## config.mk

```make
export PLATFORM = sky130hd
export DESIGN_NAME = eightModPrescaler
export DESIGN_NICKNAME = d
export VERILOG_FILES = /design/src/rtl/prescPkg.sv /design/src/rtl/dualModCore.sv /design/src/rtl/modCtrl.sv /design/src/rtl/eightModPrescaler.sv
export SDC_FILE = /design/constraint.sdc
export NUM_CORES = 1
export LEC_CHECK = 0
export BUFFER_PORTS_ARGS = -buffer_cell sky130_fd_sc_hd__buf_2
export CAP_MARGIN = 20
export CORE_UTILIZATION = 50
export CTS_BUF_LIST = sky130_fd_sc_hd__clkbuf_16
export CTS_CLUSTER_DIAMETER = 30
export DETAILED_ROUTE_END_ITERATION = 7
export GPL_ROUTABILITY_DRIVEN = 0
export PLACE_DENSITY = 0.73
export SETUP_SLACK_MARGIN = 0.2
export SYNTH_ARGS = -nofsm -noshare
export SYNTH_HDL_FRONTEND = slang
export SYNTH_SLANG_ARGS = --single-unit
```

## constraint.sdc

```tcl
create_clock -name clk -period 3.6 [get_ports clk]
set_input_delay 0.72 -clock clk [delete_from_list [all_inputs] [get_ports clk]]
set_output_delay 0.72 -clock clk [all_outputs]
set_load 0.02 [all_outputs]
```

## src/rtl/prescPkg.sv

```systemverilog
package prescPkg;
  // Per-core-cycle swallow controls sent from the control to the datapath.
  // lengthen : stretch the second sub-division to SUB_LEN+1 (core /9)
  // stretch  : stretch both sub-divisions to SUB_LEN+1 (core /10)
  typedef struct packed {
    logic lengthen;
    logic stretch;
  } swallowCtl_t;
endpackage

```

## src/rtl/dualModCore.sv

```systemverilog
module dualModCore
  import prescPkg::*;
#(
  parameter int SUB_LEN = 4
) (
  input  logic        clk,
  input  logic        rstN,
  input  swallowCtl_t swCtl,
  output logic        tglQ,
  output logic        coreEnd
);
  localparam int CNT_W = $clog2(SUB_LEN + 1);
  localparam logic [CNT_W-1:0] LAST_SHORT = CNT_W'(SUB_LEN - 1);
  localparam logic [CNT_W-1:0] LAST_LONG  = CNT_W'(SUB_LEN);

  logic [CNT_W-1:0] subCnt;
  logic             longSub;
  logic             subEnd;

  // 4/5 sub-counter: the long count applies in the second half for /9,
  // and in both halves for /10.
  always_comb begin
    longSub = swCtl.stretch | (swCtl.lengthen & tglQ);
    subEnd  = (subCnt == (longSub ? LAST_LONG : LAST_SHORT));
    coreEnd = subEnd & tglQ;
  end

  always_ff @(posedge clk or negedge rstN) begin
    if (!rstN) begin
      subCnt <= '0;
      tglQ   <= 1'b0;
    end else begin
      subCnt <= subEnd ? '0 : subCnt + 1'b1;
      if (subEnd) tglQ <= ~tglQ;
    end
  end
endmodule

```

## src/rtl/modCtrl.sv

```systemverilog
module modCtrl
  import prescPkg::*;
#(
  parameter int SEL_W      = 3,
  parameter int BASE_RATIO = 67,
  parameter int SUB_LEN    = 4
) (
  input  logic             clk,
  input  logic             rstN,
  input  logic [SEL_W-1:0] modSel,
  input  logic             coreEnd,
  output swallowCtl_t      swCtl,
  output logic             divOut
);
  localparam int CYC       = 1 << SEL_W;
  localparam int FULL      = CYC * (2 * SUB_LEN + 1);
  localparam int FULL_CODE = FULL - BASE_RATIO;

  logic [SEL_W-1:0] selQ;
  logic [SEL_W-1:0] curSel;
  logic [SEL_W-1:0] coreIdx;
  logic             periodStart;
  logic             lastCore;
  int               nShort;
  int               nLong;

  always_comb begin
    curSel = periodStart ? modSel : selQ;
    if (int'(curSel) <= FULL_CODE) begin
      nShort = FULL_CODE - int'(curSel);
      nLong  = 0;
    end else begin
      nShort = 0;
      nLong  = int'(curSel) - FULL_CODE;
    end
    swCtl.stretch  = int'(coreIdx) < nLong;
    swCtl.lengthen = !swCtl.stretch && !(int'(coreIdx) < nShort);
    lastCore       = (coreIdx == SEL_W'(CYC - 1));
  end

  always_ff @(posedge clk or negedge rstN) begin
    if (!rstN) begin
      coreIdx     <= '0;
      selQ        <= '0;
      periodStart <= 1'b1;
      divOut      <= 1'b0;
    end else begin
      if (coreEnd) coreIdx <= coreIdx + 1'b1;
      if (periodStart) selQ <= modSel;
      periodStart <= coreEnd & lastCore;
      divOut      <= coreEnd & lastCore;
    end
  end
endmodule

```

## src/rtl/eightModPrescaler.sv

```systemverilog
module eightModPrescaler
  import prescPkg::*;
#(
  parameter int SEL_W      = 3,
  parameter int BASE_RATIO = 67,
  parameter int SUB_LEN    = 4
) (
  input  logic             clk,
  input  logic             rstN,
  input  logic [SEL_W-1:0] modSel,
  output logic             divOut,
  output logic             coreTgl
);
  swallowCtl_t swCtl;
  logic        coreEnd;

  dualModCore #(.SUB_LEN(SUB_LEN)) coreI (
    .clk    (clk),
    .rstN   (rstN),
    .swCtl  (swCtl),
    .tglQ   (coreTgl),
    .coreEnd(coreEnd)
  );

  modCtrl #(
    .SEL_W     (SEL_W),
    .BASE_RATIO(BASE_RATIO),
    .SUB_LEN   (SUB_LEN)
  ) ctrlI (
    .clk    (clk),
    .rstN   (rstN),
    .modSel (modSel),
    .coreEnd(coreEnd),
    .swCtl  (swCtl),
    .divOut (divOut)
  );
endmodule

```

# Word-level counts from Yosys, hierarchy flattened
# Cells that the tools add are included.
[op_classes]
add_sub_neg = 4
n_lt_le_gt_ge = 3
n_eq_ne = 2
muxes = 5
bitwise_logic = 5
n_reduce_logical = 3
[ops]
columns = ["op", "n"]
rows = [
  ["$lt A4 B32 Y1", 2],
  ["$mux W32", 2],
  ["$mux W3", 3],
  ["$add A3 B1 Y3 const B", 2],
  ["$sub A3 B3 Y4 const A", 1],
  ["$sub A3 B3 Y4 const B", 1],
  ["$and A1 B1 Y1", 3],
  ["$eq A3 B3 Y1", 1],
  ["$eq A3 B3 Y1 const B", 1],
  ["$le A3 B3 Y1 const B", 1],
  ["$logic_not A1 Y1", 2],
  ["$logic_and A1 B1 Y1", 1],
  ["$not A1 Y1", 1],
  ["$or A1 B1 Y1", 1],
]
[totals]
regBits = 12
in_bits = 5
out_inout_bits = 2
word_cells = 28

# Depth between registers and ports, before layout
[depth]
depth_word = 12
mapped_depth = 15
mapped_depth_nobuf = 15

# Modules after synthesis
# Synthesis repeated with hierarchy kept, for this count alone.
[unflattened]
cells_unflattened = 56
area_unflattened_um2 = 659.4
[modules_own_cells]
columns = ["module", "instances", "cells_per_inst", "area_each_um2", "seq_area_each_um2"]
rows = [
  ["modCtrl", 1, 42, 476.7, 201.4],
  ["dualModCore", 1, 14, 182.7, 100.1],
]

# Worst setup path before layout
# Ideal clock, no wire load.
[synth_timing]
kind = "in2reg"
from = "in modSel[1]"
to = "reg coreI.tglQ"
setup_ps = 131
t_arrival_ps = 3112
required_ps = 3469
setup_slack_ps = 358
stages = 15
path_buffers = 0
path_cell_list = "mux2_2 > inv_1 > ha_1 > inv_1 > ha_1 > inv_1 > a21oi_2 > nand2b_1 > ha_1 > nor3b_1 > o211ai_1 > a221o_1 > a311o_1 > o21a_4 > xnor2_2"
[synth_via]
elab_chain_cells = 10
word_cells_on_any_way = 15
cone_classes = "add/sub: 2; order compare: 3; eq/ne: 1; mux: 4; bitwise: 2; reduce/logical: 3"
[synth_lines]
columns = ["element", "line", "text"]
rows = [
  ["from (decl)", "eightModPrescaler.sv:10", "input logic [SEL_W-1:0] modSel,"],
  ["$mux W3 *", "--", ""],
  ["$sub A3 B3 Y4, or another cell as far along", "modCtrl.sv:34", "nLong = int'(curSel) - FULL_CODE;"],
  ["$mux W32", "modCtrl.sv:29", "if (int'(curSel) <= FULL_CODE) begin"],
  ["$lt A4 B32 Y1, on equally long branches", "modCtrl.sv:36, modCtrl.sv:37", ""],
  ["$logic_not A1 Y1", "modCtrl.sv:37", "swCtl.lengthen = !swCtl.stretch && !(int'(coreIdx) < nShort);"],
  ["$logic_and A1 B1 Y1", "modCtrl.sv:37", ""],
  ["$and A1 B1 Y1", "dualModCore.sv:23", "longSub = swCtl.stretch | (swCtl.lengthen & tglQ);"],
  ["$or A1 B1 Y1 *", "dualModCore.sv:23", ""],
  ["$mux W3 *", "dualModCore.sv:24", "subEnd = (subCnt == (longSub ? LAST_LONG : LAST_SHORT));"],
  ["$eq A3 B3 Y1 *", "dualModCore.sv:24", ""],
  ["to (signal assigned)", "dualModCore.sv:34", "if (subEnd) tglQ <= ~tglQ;"],
  ["to (decl)", "dualModCore.sv:9", "output logic tglQ,"],
]
# Mark *: on every way between the ends. The rest lies on a longest branch, timed or not.
# A chain may end at the register's enable or synchronous reset.

# Worst setup path in the final report
[layout_timing]
from = "reg ctrlI.periodStart"
to = "reg ctrlI.coreIdx[0]"
[layout_via]
elab_chain_cells = 11
word_cells_on_any_way = 16
cone_classes = "add/sub: 2; order compare: 3; eq/ne: 1; mux: 4; bitwise: 3; reduce/logical: 3"
[layout_lines]
columns = ["element", "line", "text"]
rows = [
  ["from (decl)", "modCtrl.sv:22", "logic periodStart;"],
  ["from (signal assigned)", "modCtrl.sv:50", "periodStart <= coreEnd & lastCore;"],
  ["$mux W3 *", "--", ""],
  ["named net ctrlI.curSel[1]", "modCtrl.sv:20", "logic [SEL_W-1:0] curSel;"],
  ["$sub A3 B3 Y4, or another cell as far along", "modCtrl.sv:34", ""],
  ["$mux W32", "modCtrl.sv:29", ""],
  ["$lt A4 B32 Y1, on equally long branches", "modCtrl.sv:36, modCtrl.sv:37", ""],
  ["$logic_not A1 Y1", "modCtrl.sv:37", ""],
  ["$logic_and A1 B1 Y1", "modCtrl.sv:37", ""],
  ["$and A1 B1 Y1", "dualModCore.sv:23", ""],
  ["$or A1 B1 Y1 *", "dualModCore.sv:23", ""],
  ["$mux W3 *", "dualModCore.sv:24", ""],
  ["$eq A3 B3 Y1 *", "dualModCore.sv:24", ""],
  ["$and A1 B1 Y1 *", "dualModCore.sv:25", "coreEnd = subEnd & tglQ;"],
  ["to (signal assigned)", "modCtrl.sv:48", "if (coreEnd) coreIdx <= coreIdx + 1'b1;"],
  ["to (decl)", "modCtrl.sv:21", "logic [SEL_W-1:0] coreIdx;"],
]
# Mark *: on every way through the listed nets, which the timed path passes. The rest lies on a longest branch.

==> flow_summary.toml <==
[run_status]
status = "finished clean"

[critical_path]
worst-endpoint-required_ns = 3.71
path_max_fanout = 5
startpoint = "ctrlI.periodStart"
path_buf_inv = 3
r2r_cells = 14
worstSetupEndpointType = "flip-flop"
path_class = "reg2reg"
r2r_setup_slack_ns = 0.34
r2r_end = "ctrlI.coreIdx[0]"
cp_cell_sequence = "mux2_4, inv_4, ha_2, inv_2, ha_4, inv_2, a21oi_4, nand2b_1, ha_2, o21a_1, a221o_1, a311o_1, o311ai_1, o21ai_1"
worstSetupStartpointType = "flip-flop"
path_delay_family = "compound AO/OA/AOI/OAI gates"
cpPeakStageDelay_ns = 0.59
reg2reg_from = "ctrlI.periodStart"
arrival_ns = 3.37
cp_slowest_cell = "dfstp_2"

[floorplan]
boundaryPins = 7
start_util_pct = 56.78
coreArea_sq_um = 1366
fp-row-count = 13
die_x_microns = 41.39
dieArea_sq_um = 1713
fp.dieH_microns = 41.39

[yosys]
ys_seq_area_share_pct = 38.87
ys_ff_latch = 12
syn-instance-count = 75
avgSynthCellArea_sq_um = 10.34
synth_ff_type = "dfrtp_1"
synth_top_family_by_area = "adder cells"
synth-simple-area-share_pct = 11.77
ys_types = 32
synthMuxAreaShare_pct = 4.516
synth-edff-count = 0
synth_compound_area_share_pct = 17.26
yosysWarnings = 0
synth_async_sr_flop_share_pct = 100.0
synth_area_sq_um = 775.7
synth_nets = 92
synthXorXnorAreaFrac_pct = 3.226
synth_fa_ha_area_share_pct = 19.35

[power_and_ir_drop]
finalPower_mw = 0.3474
p_per_area_nw_per_um2 = 348.9
irDropWorstVdd_v = 0.0002772
leakagePower_nw = 0.4411

[clocking]
cts_hold_repair.buffers = 0
cts_sinks = 12
cts-root-buf = "clkbuf_16"
cts_tree = "yes"
clk_latency_ns = 0.24
path_clk_slew_ns = 0.04
ctsHtreeMaxLevel = 1
cts_buffers = 3
cts_max_path_buffers = 2

[layout]
antennaDiodeCount = 0
num-nets-final = 107
area_growth_pct = 28.39
drive_above_1_share_pct = 35.96

[hold_path]
hold_class = "in2async"

[timing]
final-setup-viol-count = 0
period_minus_slack_ns = 3.259
finalCritPeriodShare_pct = 90.53
rsz0062_at_grt = "no"
slew_headroom_pct = 74.26
worst_slew_pin_slew_ns = 0.3861
fin_worst_skew_ns = 0.0005873
drv_slew = 0
final.setup.tns_ns = 0
fmax_mhz = 306.8
final-hold-violation-count = 0

[global_route]
grt_pass1_wl_mm = 2.477
grt_use_total_pct = 24.22
grt_pass1_vias = 561
overflow = 0
antenna_found_initial = 0
grt_max_degree = 13

[place]
place_hpwl_mm = 1.124
port_buffers = 6

[detailed_routing]
antenna_left = 0
drc_errors = 0
first_pass_iters = 4
drt-vias-per-instance = 5.933
drtIter0Drc = 12
routed_wl_mm = 1.617
wl_per_cell_microns = 15.55
dr_total_vias = 617

[job]
maxCapViolCount = 0
[synth_stat cells (2+ instances only)]
master,n,share of area (%)
o311ai_1,3,3.4
inv_1,7,3.4
ha_1,12,19
nand2_1,9,4.4
a221o_1,2,2.6
o21ai_1,4,2.6
nor2_1,2,0.97
nand4_1,2,1.6
dfrtp_1,11,35
[sequential cells by signal, summed over array words and instances, names as in the netlist]
| name | count |
|---|---|
| coreI.subCnt | 3 |
| ctrlI.coreIdx | 3 |
| ctrlI.selQ | 3 |
| coreI.tglQ | 1 |
| ctrlI.divOut | 1 |
| ctrlI.periodStart | 1 |
[cell families (layout without fill, tap and decap cells)]
family,count (synthesis),after routing
simple gates,19,19
compound gates,17,17
fa+ha+maj,12,12
flops,12,12
buf+inv,10,24
mux,3,3
xor+xnor,2,2
[per-stage QoR]
| stage | utilization [%] | instance area [sq um] | hold slack, ns | instances | setup slack (ns) |
|---|---|---|---|---|---|
| 6_report | 72.89 | 996.0 | 0.3469 | 104 | 0.3408 |
| 5_1_grt | 72.89 | 996.0 | 0.3644 | 104 | 0.1958 |
| 4_1_cts | 66.94 | 914.6 | 0.3542 | 101 | 0.2258 |
| 3_5_place_dp | 61.17 | 835.8 | 0.5044 | 97 | 0.04930 |
| 3_3_place_gp | 61.17 | 835.8 | 0.5002 | 97 | 0.1277 |
| 2_1_floorplan | - | 775.7 | 0.4244 | 75 | 0.3576 |
[power by group]
| part | internal, mW | switching (mW) |
|---|---|---|
| Sequential | 0.135 | 0 |
| Clock | 0.146 | 0.0606 |
| Combinational | 0.00167 | 0.00335 |
[timing repair]
| action | in CTS | in global routing |
|---|---|---|
| setup endpoints to repair | 0 | 7 |
| resized for setup | 0 | 16 |
| setup buffers | 0 | 3 |
[layout by cell type (no fill, tap or decap), drive strengths merged, types with 2 or more instances in the layout]
cell type | synthesis | layout
ha | 12 | 12
dfrtp | 11 | 11
buf | 1 | 11
nand2 | 9 | 9
inv | 8 | 8
o21ai | 5 | 5
o311ai | 3 | 3
clkbuf | 0 | 3
a221o | 2 | 2
nor2 | 2 | 2
nand4 | 2 | 2
mux2i | 2 | 2
a21oi | 2 | 2
clkinv | 1 | 2
o21a | 2 | 2
[area by class of cell]
cell class,count,area (sq um)
clock buffers,3,75.07
clock inverters,1,3.754
fillers,93,370.4
inverters,9,37.54
multi-input cells,53,488.0
flip-flops and latches,12,301.5
well taps,15,18.77
repair buffers,11,71.32
[metal layers]
| layer | GRT usage (%) | part of all wire [%] | vias up |
|---|---|---|---|
| met1 | 29.61 | 46 | 295 |
| met2 | 35.55 | 45 | 15 |
| met3 | 7.979 | 5.4 | 7 |
| met4 | 16.94 | 3.5 | 0 |
| met5 | 0 | 0 | - |
| li1 | - | - | 300 |
[worst register-to-register path, stage by stage (launching register included)]
cell	delay, ns
dfstp_2	0.59
mux2_4	0.34
inv_4	0.07
ha_2	0.16
inv_2	0.04
ha_4	0.15
inv_2	0.07
a21oi_4	0.04
nand2b_1	0.08
ha_2	0.26
o21a_1	0.17
a221o_1	0.34
a311o_1	0.39
o311ai_1	0.32
o21ai_1	0.11
[worst max path at each step]
stage	to	slack [ns]	cells past startpoint
floorplan	coreI.tglQ	0.36	15
global placement	ctrlI.coreIdx[2]	0.13	16
detailed placement	ctrlI.coreIdx[0]	0.05	16
CTS	ctrlI.coreIdx[0]	0.23	15
global route	ctrlI.coreIdx[0]	0.20	15
finish	ctrlI.coreIdx[0]	0.34	14
Note: power is estimated with default switching activity, not from simulation.
